<file path="config.mk">
export PLATFORM = sky130hd
export DESIGN_NAME = trp_discriminator
export DESIGN_NICKNAME = d
export VERILOG_FILES = /design/src/rtl/trp_pkg.sv /design/src/rtl/trp_sync.sv /design/src/rtl/trp_width_cnt.sv /design/src/rtl/trp_classify.sv /design/src/rtl/trp_discriminator.sv
export SDC_FILE = /design/constraint.sdc
export NUM_CORES = 1
export LEC_CHECK = 0
export BUFFER_PORTS_ARGS = -buffer_cell sky130_fd_sc_hd__buf_4
export CORE_AREA = 2 2 39 41
export CTS_BUF_LIST = sky130_fd_sc_hd__clkbuf_4
export DETAILED_ROUTE_END_ITERATION = 8
export DIE_AREA = 0 0 41 43
export PLACE_DENSITY_LB_ADDON = 0.05
export RECOVER_POWER = 25
export SYNTH_ARGS = -nofsm -noshare
export SYNTH_HDL_FRONTEND = slang
export SYNTH_SLANG_ARGS = --single-unit
</file>
<file path="constraint.sdc">
create_clock -name clk -period 1.24 [get_ports clk]
set_input_delay 0.124 -clock clk [delete_from_list [all_inputs] [get_ports clk]]
set_output_delay 0.124 -clock clk [all_outputs]
set_load 0.005 [all_outputs]
</file>
<file path="src/rtl/trp_pkg.sv">
package trp_pkg;

  typedef enum logic [1:0] {
    CLS_NONE   = 2'd0,
    CLS_GLITCH = 2'd1,
    CLS_RESET  = 2'd2,
    CLS_HOLD   = 2'd3
  } pulse_cls_e;

  function automatic int cnt_width(input int max_low);
    return $clog2(max_low + 2);
  endfunction

endpackage

</file>
<file path="src/rtl/trp_sync.sv">
module trp_sync #(
  parameter int STAGES = 2
) (
  input  logic clk,
  input  logic rst_n,
  input  logic async_in,
  output logic sync_out
);
  logic [STAGES-1:0] chain;

  generate
    for (genvar i = 0; i < STAGES; i++) begin : g_stage
      if (i == 0) begin : g_first
        always_ff @(posedge clk) begin
          if (!rst_n) chain[0] <= 1'b1;
          else        chain[0] <= async_in;
        end
      end else begin : g_next
        always_ff @(posedge clk) begin
          if (!rst_n) chain[i] <= 1'b1;
          else        chain[i] <= chain[i-1];
        end
      end
    end
  endgenerate

  assign sync_out = chain[STAGES-1];
endmodule

</file>
<file path="src/rtl/trp_width_cnt.sv">
module trp_width_cnt #(
  parameter int MAX_LOW = 20,
  localparam int CW     = trp_pkg::cnt_width(MAX_LOW),
  localparam int SAT    = MAX_LOW + 1
) (
  input  logic          clk,
  input  logic          rst_n,
  input  logic          lvl,
  output logic [CW-1:0] cnt,
  output logic          ended
);
  localparam logic [CW-1:0] SAT_V = CW'(SAT);

  always_ff @(posedge clk) begin
    if (!rst_n)          cnt <= '0;
    else if (lvl)        cnt <= '0;
    else if (cnt != SAT_V) cnt <= cnt + 1'b1;
  end

  // first high sample after at least one low sample
  assign ended = lvl && (cnt != '0);

  AST_CNT_SATURATES: assert property (@(posedge clk) disable iff (!rst_n)
    (cnt == SAT_V && !lvl) |=> (cnt == SAT_V));
endmodule

</file>
<file path="src/rtl/trp_classify.sv">
module trp_classify #(
  parameter int MIN_LOW = 9,
  parameter int MAX_LOW = 20,
  localparam int CW     = trp_pkg::cnt_width(MAX_LOW),
  localparam int SAT    = MAX_LOW + 1
) (
  input  logic          clk,
  input  logic          rst_n,
  input  logic          lvl,
  input  logic [CW-1:0] cnt,
  input  logic          ended,
  output logic          reset_pulse,
  output logic          glitch_pulse,
  output logic          hold_level
);
  import trp_pkg::*;

  localparam logic [CW-1:0] MIN_V = CW'(MIN_LOW);
  localparam logic [CW-1:0] MAX_V = CW'(MAX_LOW);
  localparam logic [CW-1:0] SAT_V = CW'(SAT);

  pulse_cls_e cls;

  always_comb begin
    cls = CLS_NONE;
    if (ended) begin
      if (cnt < MIN_V)       cls = CLS_GLITCH;
      else if (cnt <= MAX_V) cls = CLS_RESET;
      else                   cls = CLS_HOLD;
    end
  end

  always_ff @(posedge clk) begin
    if (!rst_n) begin
      reset_pulse  <= 1'b0;
      glitch_pulse <= 1'b0;
    end else begin
      reset_pulse  <= (cls == CLS_RESET);
      glitch_pulse <= (cls == CLS_GLITCH);
    end
  end

  assign hold_level = (cnt == SAT_V);

  AST_RST_ONE_CYCLE: assert property (@(posedge clk) disable iff (!rst_n)
    reset_pulse |=> !reset_pulse);
  AST_GLITCH_ONE_CYCLE: assert property (@(posedge clk) disable iff (!rst_n)
    glitch_pulse |=> !glitch_pulse);
  AST_STROBES_EXCL: assert property (@(posedge clk) disable iff (!rst_n)
    !(reset_pulse && glitch_pulse));
  AST_NO_RST_AFTER_HOLD: assert property (@(posedge clk) disable iff (!rst_n)
    reset_pulse |-> !$past(hold_level));
  AST_HOLD_NEEDS_LOW: assert property (@(posedge clk) disable iff (!rst_n)
    hold_level |-> !$past(lvl));
endmodule

</file>
<file path="src/rtl/trp_discriminator.sv">
module trp_discriminator #(
  parameter int SYNC_STAGES = 2,
  parameter int MIN_LOW     = 9,
  parameter int MAX_LOW     = 20,
  localparam int CW         = trp_pkg::cnt_width(MAX_LOW)
) (
  input  logic clk,
  input  logic rst_n,
  input  logic req_n,
  output logic reset_pulse,
  output logic glitch_pulse,
  output logic hold_level
);
  logic          lvl;
  logic [CW-1:0] cnt;
  logic          ended;

  trp_sync #(.STAGES(SYNC_STAGES)) u_sync (
    .clk      (clk),
    .rst_n    (rst_n),
    .async_in (req_n),
    .sync_out (lvl)
  );

  trp_width_cnt #(.MAX_LOW(MAX_LOW)) u_cnt (
    .clk   (clk),
    .rst_n (rst_n),
    .lvl   (lvl),
    .cnt   (cnt),
    .ended (ended)
  );

  trp_classify #(.MIN_LOW(MIN_LOW), .MAX_LOW(MAX_LOW)) u_cls (
    .clk          (clk),
    .rst_n        (rst_n),
    .lvl          (lvl),
    .cnt          (cnt),
    .ended        (ended),
    .reset_pulse  (reset_pulse),
    .glitch_pulse (glitch_pulse),
    .hold_level   (hold_level)
  );

  AST_HOLD_BLOCKS_STROBE: assert property (@(posedge clk) disable iff (!rst_n)
    hold_level |-> !(reset_pulse || glitch_pulse));
endmodule

</file>
==> impl_metrics.prom <==
# TYPE chip_impl_metric gauge
chip_impl_info{name="clock_tree_from_tritoncts",value="done"} 1
chip_impl_metric{name="synthesis.nets",unit=""} 48
chip_impl_info{name="yosys_most_used_dff",value="dfxtp_1"} 1
chip_impl_metric{name="antenna_violations_before_repair",unit=""} 0
chip_impl_metric{name="power_density",unit="nW/um2"} 973
chip_impl_metric{name="post_syn_area",unit="um2"} 440
chip_impl_metric{name="highest_attainable_clock_frequency",unit="MHz"} 837
chip_impl_metric{name="cap_viol_max_count",unit=""} 0
chip_impl_info{name="synth.top_cells.by_area",value="dfxtp_1 (41%), ha_1 (8.5%), nand2b_1 (5.7%), nand4b_4 (5.4%), nor3_2 (4.5%)"} 1
chip_impl_metric{name="clk_path_buf_depth",unit=""} 2
chip_impl_metric{name="chipWidth",unit="um"} 41
chip_impl_metric{name="r2r_cells",unit=""} 5
chip_impl_metric{name="final_period_minus_worst_setup_slack",unit="ns"} 1.19
chip_impl_metric{name="floorplan.die_area",unit="um2"} 1760
chip_impl_metric{name="max_slew.worst_pin.slew",unit="ns"} 0.277
chip_impl_metric{name="timing.final.max_slew_violations",unit=""} 0
chip_impl_metric{name="ant_nets",unit=""} 0
chip_impl_metric{name="drive_gt1_frac",unit=""} 0.481
chip_impl_metric{name="rows",unit=""} 14
chip_impl_metric{name="drt_wl_total",unit="um"} 751
chip_impl_metric{name="die_height",unit="um"} 43
chip_impl_metric{name="dr.pass1.iters",unit=""} 2
chip_impl_info{name="hold_crit_class",value="in2reg"} 1
chip_impl_metric{name="syn2layout_area_growth",unit="%"} 30.4
chip_impl_metric{name="wl_met1",unit="um"} 322
chip_impl_metric{name="synth_enable_flop_cells",unit=""} 0
chip_impl_info{name="rsz0062_at_grt",value="true"} 1
chip_impl_metric{name="wl_per_cell",unit="um"} 10.7
chip_impl_metric{name="avgViaCountPerCell",unit=""} 4.54
chip_impl_metric{name="hold_viol_final",unit=""} 0
chip_impl_metric{name="slew_headroom",unit=""} 0.815
chip_impl_metric{name="synth-seq-area-share",unit=""} 0.409
chip_impl_metric{name="clock_latency",unit="ns"} 0.25
chip_impl_metric{name="yosys.cell_types.count",unit=""} 21
chip_impl_metric{name="route.vias.total",unit=""} 318
chip_impl_metric{name="antenna_cells",unit=""} 0
chip_impl_info{name="setup_crit_start",value="u_cnt.cnt[3]$_SDFFE_PP0N_"} 1
chip_impl_info{name="worst_r2r_endpoint",value="u_cnt.cnt[4]$_SDFFE_PP0N_"} 1
chip_impl_info{name="worst_hold_startpoint",value="rst_n"} 1
chip_impl_info{name="synth_top_area_cell",value="dfxtp_1"} 1
chip_impl_metric{name="setup-violations-final",unit=""} 0
chip_impl_metric{name="wire_length_of_the_first_global_routing_pass",unit="um"} 1340
chip_impl_metric{name="h-tree-depth",unit=""} 1
chip_impl_metric{name="via_count_of_the_first_global_routing_pass",unit=""} 324
chip_impl_metric{name="finalClockSkew",unit="ns"} 0.00138
chip_impl_metric{name="cp_max_fo",unit=""} 6
chip_impl_info{name="most-common-layout-cells",value="buf_4 (7), dfxtp_1 (6), clkbuf_4 (5)"} 1
chip_impl_metric{name="gp_congestion",unit=""} 0.758
chip_impl_metric{name="grt-ovfl-total",unit=""} 0
chip_impl_metric{name="power.total",unit="mW"} 0.559
chip_impl_info{name="routed.top_layer",value="met3"} 1
chip_impl_info{name="critical_path.startpoint_type",value="flop"} 1
chip_impl_metric{name="final_min_period_over_clock_period",unit=""} 0.964
chip_impl_metric{name="finalInstanceArea",unit="um2"} 574
chip_impl_metric{name="final_nets",unit=""} 61
chip_impl_info{name="worst_r2r_startpoint",value="u_cnt.cnt[0]$_SDFFE_PP0N_"} 1
chip_impl_metric{name="grt_start_max_net_pins",unit=""} 8
chip_impl_metric{name="floorplan.initialDensity",unit=""} 0.318
chip_impl_metric{name="arrival",unit="ns"} 1.07
chip_impl_metric{name="placed_cell_count",unit=""} 62
chip_impl_info{name="cp-end-kind",value="output port"} 1
chip_impl_metric{name="place.port_buffers",unit=""} 5
chip_impl_metric{name="critical_path_required",unit="ns"} 1.12
chip_impl_info{name="cts_root_buffer",value="clkbuf_4"} 1
chip_impl_metric{name="vdd.ir_drop.worst",unit="mV"} 0.455
chip_impl_metric{name="synthesis.yosys.warnings",unit=""} 0
chip_impl_metric{name="wl_met3",unit="um"} 26
chip_impl_metric{name="hold-path-cell-count",unit=""} 2
chip_impl_metric{name="synth_async_sr_flop_share",unit=""} 0
chip_impl_metric{name="coreArea",unit="um2"} 1380
chip_impl_metric{name="drt_drc_violations_left",unit=""} 0
chip_impl_metric{name="ioPinCount",unit=""} 6
chip_impl_metric{name="clock_sinks",unit=""} 9
chip_impl_metric{name="regToRegSetupSlack",unit="ns"} 0.10
chip_impl_metric{name="cts.clk_slew.worst_paths",unit="ns"} 0.06
chip_impl_metric{name="syn-mean-instance-area",unit="um2"} 10.5
chip_impl_metric{name="final_core_util",unit=""} 0.415
chip_impl_metric{name="area_share_of_the_largest_cell_type_after_synthesis",unit=""} 0.409
chip_impl_metric{name="first_iter_violations",unit=""} 3
chip_impl_info{name="setup.worst_path.class",value="reg2out"} 1
chip_impl_metric{name="final_cells",unit=""} 70
chip_impl_metric{name="leakagePower",unit="nW"} 0.259
chip_impl_metric{name="met2_wirelength",unit="um"} 402
chip_impl_metric{name="global_route.usage.total",unit=""} 0.113
chip_impl_info{name="status",value="complete, no violations"} 1
chip_impl_metric{name="cts_buffers",unit=""} 3
chip_impl_metric{name="syn-instance-count",unit=""} 42
chip_impl_info{name="worst_hold_path.endpoint",value="u_sync.chain[0]$_SDFF_PN1_"} 1
chip_impl_metric{name="place.detailed.hpwl",unit="um"} 527
chip_impl_metric{name="dpl-instance-area",unit="um2"} 487
chip_impl_metric{name="yosys_register_bits",unit=""} 9
chip_impl_info{name="most_common_cell_after_layout_fill_and_taps_aside",value="buf_4"} 1
## report_power, final
part	total [mW]	switching [mW]	internal (mW)	leakage, nW
registers	0.293	0.00256	0.290	0.0752
logic	0.0225	0.0104	0.0121	0.165
clock network	0.244	0.0980	0.146	0.0184
## Yosys cell counts, drive strengths merged, types with 2 or more instances
| master | number |
|---|---|
| xor2 | 2 |
| dfxtp | 9 |
| ha | 3 |
| nand2b | 4 |
| nor2b | 2 |
| nand2 | 3 |
| nor3 | 2 |
| nor2 | 3 |
| nand3 | 2 |
| inv | 3 |
| a21oi | 2 |
## worst max-delay path by stage
stage | end | slack (ns) | cells after the start
5_1_grt | hold_level | -0.008 | 5
3_3_place_gp | u_cls.glitch_pulse$_SDFF_PN0_ | 0.03 | 4
3_5_place_dp | u_cls.glitch_pulse$_SDFF_PN0_ | 0.01 | 4
6_report | hold_level | 0.05 | 3
2_1_floorplan | u_cls.glitch_pulse$_SDFF_PN0_ | 0.13 | 4
4_1_cts | hold_level | 0.02 | 5
## stage by stage
step / hold slack (ns) / worst slack, ns / TNS, ns
floorplan: 0.197 / 0.135 / 0
global placement: 0.310 / 0.0312 / 0
detailed placement: 0.311 / 0.0129 / 0
CTS: 0.0470 / 0.0220 / 0
global route: 0.0654 / -0.00788 / -0.00788
finish: 0.0574 / 0.0451 / 0
## flip-flops by register name (all words and copies together) (netlist names)
name	count
u_sync.chain	1
u_cnt.cnt	5
u_cls.glitch_pulse	1
u_cls.reset_pulse	1
u_sync.sync_out	1
## critical path, stage by stage, from the launching register on
cell,delay (ns)
dfxtp_1,0.46
nand4b_4,0.21
inv_4,0.04
buf_6,0.10
## layer usage
layer | global-route usage | vias up
met2 | 0.181 | 4
met4 | 0.0200 | 0
met1 | 0.137 | 152
li1 | - | 162
met5 | 0 | -
met3 | 0.0471 | 0
## cells by family (layout without fill, tap and decap cells)
logic type | count (synthesis) | in the layout | synth area share
AO/OA/AOI/OAI | 4 | 4 | 0.0739
XOR/XNOR | 3 | 3 | 0.0597
adder cells (fa/ha/maj) | 3 | 3 | 0.0852
buffers and inverters | 4 | 16 | 0.0568
flip-flops | 9 | 9 | 0.409
AND/OR/NAND/NOR | 19 | 19 | 0.315
## timing repair
item | in CTS | in global routing
resized for setup | 7 | 3
setup buffers | 3 | 1
setup endpoints to repair | 1 | 1
hold buffers | 0 | 0
## final cells by class
cell class	count	area, um2
flip-flops and latches	9	189
clock buffers	4	30.0
inverters	3	16.3
multi-input cells	29	248
fillers	145	810
repair buffers	9	71.3
well taps	16	20.0
(Power assumes the default switching activity.)
